### src/rtl/crsd_pkg.sv
`timescale 1ns/1ps
package crsd_pkg;
    localparam int N_RATIO = 9;
    localparam logic [3:0] CODE_NONE = 4'hF;
    localparam logic [1:0] SPD_NONE   = 2'd0;
    localparam logic [1:0] SPD_SINGLE = 2'd1;
    localparam logic [1:0] SPD_DOUBLE = 2'd2;
    localparam int DOUBLE_MIN_CODE = 2;

    typedef enum logic [1:0] {ST_LOST, ST_ALIGN, ST_HUNT, ST_LOCK} det_state_t;

    function automatic int ratio_nominal(input int idx);
        case (idx)
            0:       return 32;
            1:       return 64;
            2:       return 128;
            3:       return 192;
            4:       return 256;
            5:       return 384;
            6:       return 512;
            7:       return 768;
            default: return 1024;
        endcase
    endfunction
endpackage

### src/rtl/crsd_period_meter.sv
`timescale 1ns/1ps
module crsd_period_meter #(
    parameter int REF_W  = 14,
    parameter int TICK_W = 12,
    parameter int TMO    = 9000
) (
    input  logic              clk,
    input  logic              rst_n,
    input  logic              tick,
    input  logic              ws,
    output logic              edge_o,
    output logic [REF_W-1:0]  period_o,
    output logic [TICK_W-1:0] ticks_o,
    output logic              timeout_o
);
    localparam logic [REF_W-1:0]  TMO_C    = REF_W'(TMO);
    localparam logic [TICK_W-1:0] TICK_MAX = '1;

    logic ws_q;

    assign edge_o    = ws & ~ws_q;
    assign timeout_o = ~edge_o && (period_o == TMO_C - 1'b1);

    always_ff @(posedge clk) begin
        if (!rst_n) begin
            ws_q     <= 1'b1;
            period_o <= TMO_C;
            ticks_o  <= '0;
        end else begin
            ws_q <= ws;
            if (edge_o) begin
                period_o <= REF_W'(1);
                ticks_o  <= tick ? TICK_W'(1) : '0;
            end else begin
                if (period_o != TMO_C)
                    period_o <= period_o + 1'b1;
                if (tick && ticks_o != TICK_MAX)
                    ticks_o <= ticks_o + 1'b1;
            end
        end
    end
endmodule

### src/rtl/crsd_rate_class.sv
`timescale 1ns/1ps
module crsd_rate_class
    import crsd_pkg::*;
#(
    parameter int REF_W  = 14,
    parameter int REF_HZ = 64_000_000
) (
    input  logic [REF_W-1:0] period,
    output logic [1:0]       speed
);
    localparam logic [REF_W-1:0] P_SLOW_MAX = REF_W'(REF_HZ / 8000);
    localparam logic [REF_W-1:0] P_SLOW_MIN = REF_W'(REF_HZ / 50000);
    localparam logic [REF_W-1:0] P_FAST_MAX = REF_W'((REF_HZ + 83999) / 84000);
    localparam logic [REF_W-1:0] P_FAST_MIN = REF_W'(REF_HZ / 100000);

    always_comb begin
        if (period >= P_SLOW_MIN && period <= P_SLOW_MAX)
            speed = SPD_SINGLE;
        else if (period >= P_FAST_MIN && period <= P_FAST_MAX)
            speed = SPD_DOUBLE;
        else
            speed = SPD_NONE;
    end
endmodule

### src/rtl/crsd_ratio_match.sv
`timescale 1ns/1ps
module crsd_ratio_match
    import crsd_pkg::*;
#(
    parameter int TICK_W = 12,
    parameter int TOL    = 1
) (
    input  logic [TICK_W-1:0] ticks,
    input  logic [1:0]        speed,
    output logic [3:0]        code,
    output logic              legal
);
    localparam logic [TICK_W:0] TOL_C = (TICK_W+1)'(TOL);

    logic [TICK_W:0]    tx;
    logic [N_RATIO-1:0] hit;

    assign tx = {1'b0, ticks};

    for (genvar i = 0; i < N_RATIO; i++) begin : g_cmp
        localparam logic [TICK_W:0] NOM = (TICK_W+1)'(ratio_nominal(i));
        assign hit[i] = (tx + TOL_C >= NOM) && (tx <= NOM + TOL_C);
    end

    always_comb begin
        code = CODE_NONE;
        for (int i = N_RATIO - 1; i >= 0; i--)
            if (hit[i]) code = 4'(i);
    end

    always_comb begin
        legal = 1'b0;
        if (code != CODE_NONE) begin
            if (speed == SPD_SINGLE)
                legal = 1'b1;
            else if (speed == SPD_DOUBLE)
                legal = (code >= 4'(DOUBLE_MIN_CODE));
        end
    end
endmodule

### src/rtl/clk_ratio_detect.sv
`timescale 1ns/1ps
module clk_ratio_detect
    import crsd_pkg::*;
#(
    parameter int REF_HZ   = 64_000_000,
    parameter int TICK_W   = 12,
    parameter int TOL      = 1,
    parameter int LOCK_RUN = 4
) (
    input  logic       clk,
    input  logic       rst_n,
    input  logic       mclk_tick,
    input  logic       ws_level,
    output logic [3:0] ratio_code,
    output logic [1:0] speed_mode,
    output logic       locked,
    output logic       clk_lost
);
    localparam int P_SLOW = REF_HZ / 8000;
    localparam int TMO    = P_SLOW + P_SLOW / 8;
    localparam int REF_W  = $clog2(TMO + 1);
    localparam int RUN_W  = $clog2(LOCK_RUN + 1);
    localparam logic [RUN_W-1:0] RUN_TGT = RUN_W'(LOCK_RUN);

    logic              ws_edge, tmo;
    logic [REF_W-1:0]  period;
    logic [TICK_W-1:0] ticks;
    logic [1:0]        meas_speed;
    logic [3:0]        meas_code;
    logic              meas_legal, same;
    det_state_t        st, st_nxt;
    logic [RUN_W-1:0]  run, run_nxt;

    crsd_period_meter #(.REF_W(REF_W), .TICK_W(TICK_W), .TMO(TMO)) u_meter (
        .clk(clk), .rst_n(rst_n), .tick(mclk_tick), .ws(ws_level),
        .edge_o(ws_edge), .period_o(period), .ticks_o(ticks), .timeout_o(tmo)
    );

    crsd_rate_class #(.REF_W(REF_W), .REF_HZ(REF_HZ)) u_class (
        .period(period), .speed(meas_speed)
    );

    crsd_ratio_match #(.TICK_W(TICK_W), .TOL(TOL)) u_match (
        .ticks(ticks), .speed(meas_speed), .code(meas_code), .legal(meas_legal)
    );

    assign same = (meas_code == ratio_code) && (meas_speed == speed_mode);

    // next-state logic
    always_comb begin
        st_nxt  = st;
        run_nxt = run;
        unique case (st)
            ST_LOST: begin
                run_nxt = '0;
                if (ws_edge) st_nxt = ST_ALIGN;            // acquire
            end
            ST_ALIGN, ST_HUNT, ST_LOCK: begin
                if (tmo) begin                              // expire
                    st_nxt  = ST_LOST;
                    run_nxt = '0;
                end else if (ws_edge) begin
                    if (!meas_legal)
                        run_nxt = '0;
                    else if (!same)
                        run_nxt = RUN_W'(1);
                    else if (run < RUN_TGT)
                        run_nxt = run + 1'b1;
                    // qualify / first-measure / break
                    st_nxt = (run_nxt >= RUN_TGT) ? ST_LOCK : ST_HUNT;
                end
            end
        endcase
    end

    // state register
    always_ff @(posedge clk) begin
        if (!rst_n) begin
            st  <= ST_LOST;
            run <= '0;
        end else begin
            st  <= st_nxt;
            run <= run_nxt;
        end
    end

    // outputs
    always_ff @(posedge clk) begin
        if (!rst_n) begin
            ratio_code <= CODE_NONE;
            speed_mode <= SPD_NONE;
        end else if (st != ST_LOST && tmo) begin
            ratio_code <= CODE_NONE;
            speed_mode <= SPD_NONE;
        end else if (st != ST_LOST && ws_edge) begin
            ratio_code <= meas_legal ? meas_code : CODE_NONE;
            speed_mode <= meas_speed;
        end
    end

    assign locked   = (st == ST_LOCK);
    assign clk_lost = (st == ST_LOST);
endmodule

### config.mk
export PLATFORM = sky130hd
export DESIGN_NAME = clk_ratio_detect
export DESIGN_NICKNAME = d
export VERILOG_FILES = /design/src/rtl/crsd_pkg.sv /design/src/rtl/crsd_period_meter.sv /design/src/rtl/crsd_rate_class.sv /design/src/rtl/crsd_ratio_match.sv /design/src/rtl/clk_ratio_detect.sv
export SDC_FILE = /design/constraint.sdc
export NUM_CORES = 1
export LEC_CHECK = 0
export BUFFER_PORTS_ARGS = -buffer_cell sky130_fd_sc_hd__buf_2
export CORE_ASPECT_RATIO = 1.75
export CORE_MARGIN = 1
export CORE_UTILIZATION = 40
export CTS_CLUSTER_SIZE = 10
export DETAILED_ROUTE_END_ITERATION = 8
export GPL_TIMING_DRIVEN = 0
export MAX_ROUTING_LAYER = met4
export PLACE_DENSITY = 0.61
export SLEW_MARGIN = 20
export SYNTH_ARGS = -nofsm -noshare
export SYNTH_HDL_FRONTEND = slang
export SYNTH_HIERARCHICAL = 1
export SYNTH_SLANG_ARGS = --single-unit
### constraint.sdc
create_clock -name clk -period 2.7 [get_ports clk]
set_input_delay 0.27 -clock clk [delete_from_list [all_inputs] [get_ports clk]]
set_output_delay 0.27 -clock clk [all_outputs]
set_load 0.01 [all_outputs]
==> results.toml <==
[finish]
fillers = 581
drive_above_1_share_pct = 18.0
syn_to_final_growth_pct = 15.1
num-nets-final = 323
antenna_cells = 0

[critical_path]
reg2reg_to = "st[0]"
worstRegToRegCells = 8
required_ns = 2.93
cp_max_fo = 5
critPathBufInv = 0
worst_setup_path_start_kind = "register"
crit_slowest_cell = "or4_4"
cp.depth = 8
worstReg2RegStart = "u_meter/ticks_o[4]"
critical_path.endpoint = "st[0]"
worstSetupEndpointType = "register"
cpMostUsedCell = "or4_4"
crit_chain = "or4_4, or4_4, a21oi_2, a211oi_2, xor2_1, nor4_4, a311oi_2, nor3b_1"
cp_data_arrival_time_ns = 2.80
path_delay_family = "simple AND/OR/NAND/NOR gates"
critical_path_class = "register to register"
regToRegSetupSlack_ns = 0.13
startpoint = "u_meter/ticks_o[4]"
critPathMaxStageDelay_ns = 0.58

[place]
gp_congestion = 0.901
portBuffers = 11
dp_hpwl_um = 4110

[sta]
hold_violations = 0
maxSlewHeadroom_pct = 45.3
max_freq_ghz = 0.389
setup_tns_ns = 0
skew_ns = 0.00621
fin_crit_ns = 2.57
worst_pin_slew_ns = 0.809
period_share_pct = 95.3
finalSetupViolations = 0
fin_hold_ws_ns = 0.164
drv_slew = 0

[global_route]
grt_max_degree = 17
grt_pass1_vias = 2094
grtUsageTotal_pct = 19.4
grt_antenna_before_repair = 0
grt_pass1_wl_um = 9080
globalRouteOverflowTotal = 0

[floorplan]
die-width_um = 60.4
pin_count = 12
initial_utilization_pct = 42.0
core-area_um2 = 5680
die_h_um = 104
fp-row-count = 36
dieArea_um2 = 6290

[yosys]
async_reset_ff_share_pct = 0
ys_seq_elements = 38
syn-instance-count = 294
avgSynthCellArea_um2 = 8.11
yosysTopAreaCell = "dfxtp_1"
ys_top_cells_by_area = "dfxtp_1, o21ai_0, nor2_1, xor2_1, a21oi_1"
synth_top_area_share_pct = 31.9
synth-seq-area-share_pct = 31.9
synth_edf_count = 0
yosysWarnings = 6
yosysUniqueCellTypes = 58
synth_nets = 302
synth_area_um2 = 2380
synthFlopType = "dfxtp_1"

[clocking]
ctsLongestPathBuffers = 2
clock-sinks = 38
h-tree-depth = 2
clock_latency_ns = 0.30
clk_pin_slew_worst_paths_ns = 0.08
cts-hold-fix-buffers = 0
numCtsBuffers = 5
cts_tree = "built"
root_buffer = "clkbuf_8"

[power]
vdd_drop_max_uv = 319
p_leak_nw = 0.942
power.density_nw_per_um2 = 456

[route]
wl_met3_um = 111
top_layer_used = "met4"
wl_per_cell_um = 14.9
via_count = 2301
routed_wl_um = 5860
antenna_left = 0
drt-vias-per-instance = 5.87
dr.pass1.iters = 4
first_iter_violations = 81
wl_met2_um = 3170
route.detailed.drc = 0
wl_met1_um = 2410

[status]
status = "finished, final reports clean"

[min_path]
hold_path_class = "input port to register"

[flow_run]
drv_cap = 0
## worst register-to-register path: cells and delay by family (launching register included)
kind / cells / cell delay (ns)
DFF: 1 / 0.36
AOI/OAI and AO/OA: 3 / 0.41
and+or+nand+nor: 4 / 1.54
xor gates and xnor gates: 1 / 0.19
## sequential cells by signal, summed over array words and instances (netlist names)
signal and cells:
ratio_code 4, run 3, speed_mode 2, st 2, u_meter/period_o 14, u_meter/ticks_o 12, u_meter/ws_q 1
## routing by layer
metal  global-route usage [%]  vias up
li1                         -     1136
met5                        -        -
met3                     3.48       15
met2                     34.5       37
met1                     19.1     1113
met4                     9.30        0
## power breakdown
group | switching (mW) | total [mW] | internal (mW)
clock | 0.215 | 0.487 | 0.272
combinational | 0.0790 | 0.146 | 0.0670
sequential | 0.0367 | 0.619 | 0.582
## how the worst min path moves through the flow
stage | slack, ns | from | end | depth (start not counted)
floorplan | 0.37 | ws_level | u_meter/ws_q | 1
global placement | 0.47 | ws_level | u_meter/ws_q | 2
detailed placement | 0.47 | ws_level | u_meter/ws_q | 2
CTS | 0.15 | ws_level | u_meter/ws_q | 2
global route | 0.18 | ws_level | u_meter/ws_q | 2
finish | 0.16 | ws_level | u_meter/ws_q | 2
## metrics by stage
step           utilization [%]  instance area [um^2]  instances  total power, mW  worst slack (ns)
2_1_floorplan                -                  2380        294            0.737            0.0550
3_3_place_gp              44.7                  2530        381            0.771            -0.300
3_5_place_dp              44.7                  2530        381            0.777            -0.323
4_1_cts                   47.2                  2680        391             1.27           0.00119
5_1_grt                   48.4                  2750        392             1.31           -0.0155
6_report                  48.4                  2750        392             1.25             0.126
## layout make-up
| cell class | instances | area [um^2] | share of cell area (%) |
|---|---|---|---|
| Clock buffer | 5 | 68.8 | 2.51 |
| Timing Repair Buffer | 15 | 85.1 | 3.10 |
| Inverter | 7 | 26.3 | 0.957 |
| Buffer | 9 | 38.8 | 1.41 |
| Sequential cell | 38 | 772 | 28.1 |
| Multi-Input combinational cell | 239 | 1620 | 59.0 |
| Clock inverter | 3 | 40.0 | 1.46 |
| Tap cell | 76 | 95.1 | 3.46 |
## Yosys cell counts (2+ instances only)
cell and number:
inv_1 7, o21ai_1 2, nor2_1 32, nand2b_1 8, ha_1 4, and2_1 2
nor2b_1 3, clkbuf_1 8, dfxtp_1 38, or3_1 8, nand3b_1 3, o21ai_0 24
nor4b_1 2, a211oi_1 3, a221oi_1 2, or4_4 2, nand4_1 7, nand2_1 19
nand4b_1 3, nor3b_1 6, o21a_1 2, nor4_2 2, and3_1 6, and4_1 3
nand3_1 10, buf_2 2, xor2_1 12, nor3_1 12, o211a_1 2, nor4_1 5
nand4_2 2, a21oi_1 18, xnor2_1 9, o311ai_0 2
## placed cells by master, fill, tap and decap left out, types with 3 or more instances in the layout
| cell | instances |
|---|---|
| nand4_1 | 7 |
| and3_1 | 6 |
| a21oi_1 | 17 |
| or3_1 | 8 |
| nand3b_1 | 3 |
| clkbuf_8 | 5 |
| buf_2 | 13 |
| buf_4 | 4 |
| nand2_1 | 19 |
| clkbuf_1 | 5 |
| nand2b_1 | 8 |
| nor3_1 | 11 |
| xor2_1 | 12 |
| dfxtp_2 | 3 |
| xnor2_1 | 9 |
| or4_4 | 4 |
| and4_1 | 3 |
| o21ai_1 | 3 |
| ha_1 | 4 |
| nor4_1 | 3 |
| inv_1 | 7 |
| nor3b_1 | 6 |
| nand4b_1 | 3 |
| nand3_1 | 10 |
| nor2b_1 | 3 |
| nor2_1 | 31 |
| o21ai_0 | 23 |
| nor4_2 | 3 |
| dfxtp_1 | 33 |
## timing repair
item | CTS | global route
setup buffers | 4 | 0
gates cloned | 0 | 1
pin swaps | 6 | 7
gates resized for setup | 7 | 19
setup endpoints to repair | 4 | 8
## cell families (layout without fill, tap and decap cells)
logic type,count (synthesis),after routing,synth area share [%]
AO/OA/AOI/OAI,68,68,18.7
XOR/XNOR,21,21,7.71
adder cells (fa/ha/maj),4,4,2.10
buffers and inverters,18,39,3.25
flip-flops,38,38,31.9
multiplexers,1,1,0.420
AND/OR/NAND/NOR,144,145,35.9
No activity file was read; power rests on OpenSTA's default activity.
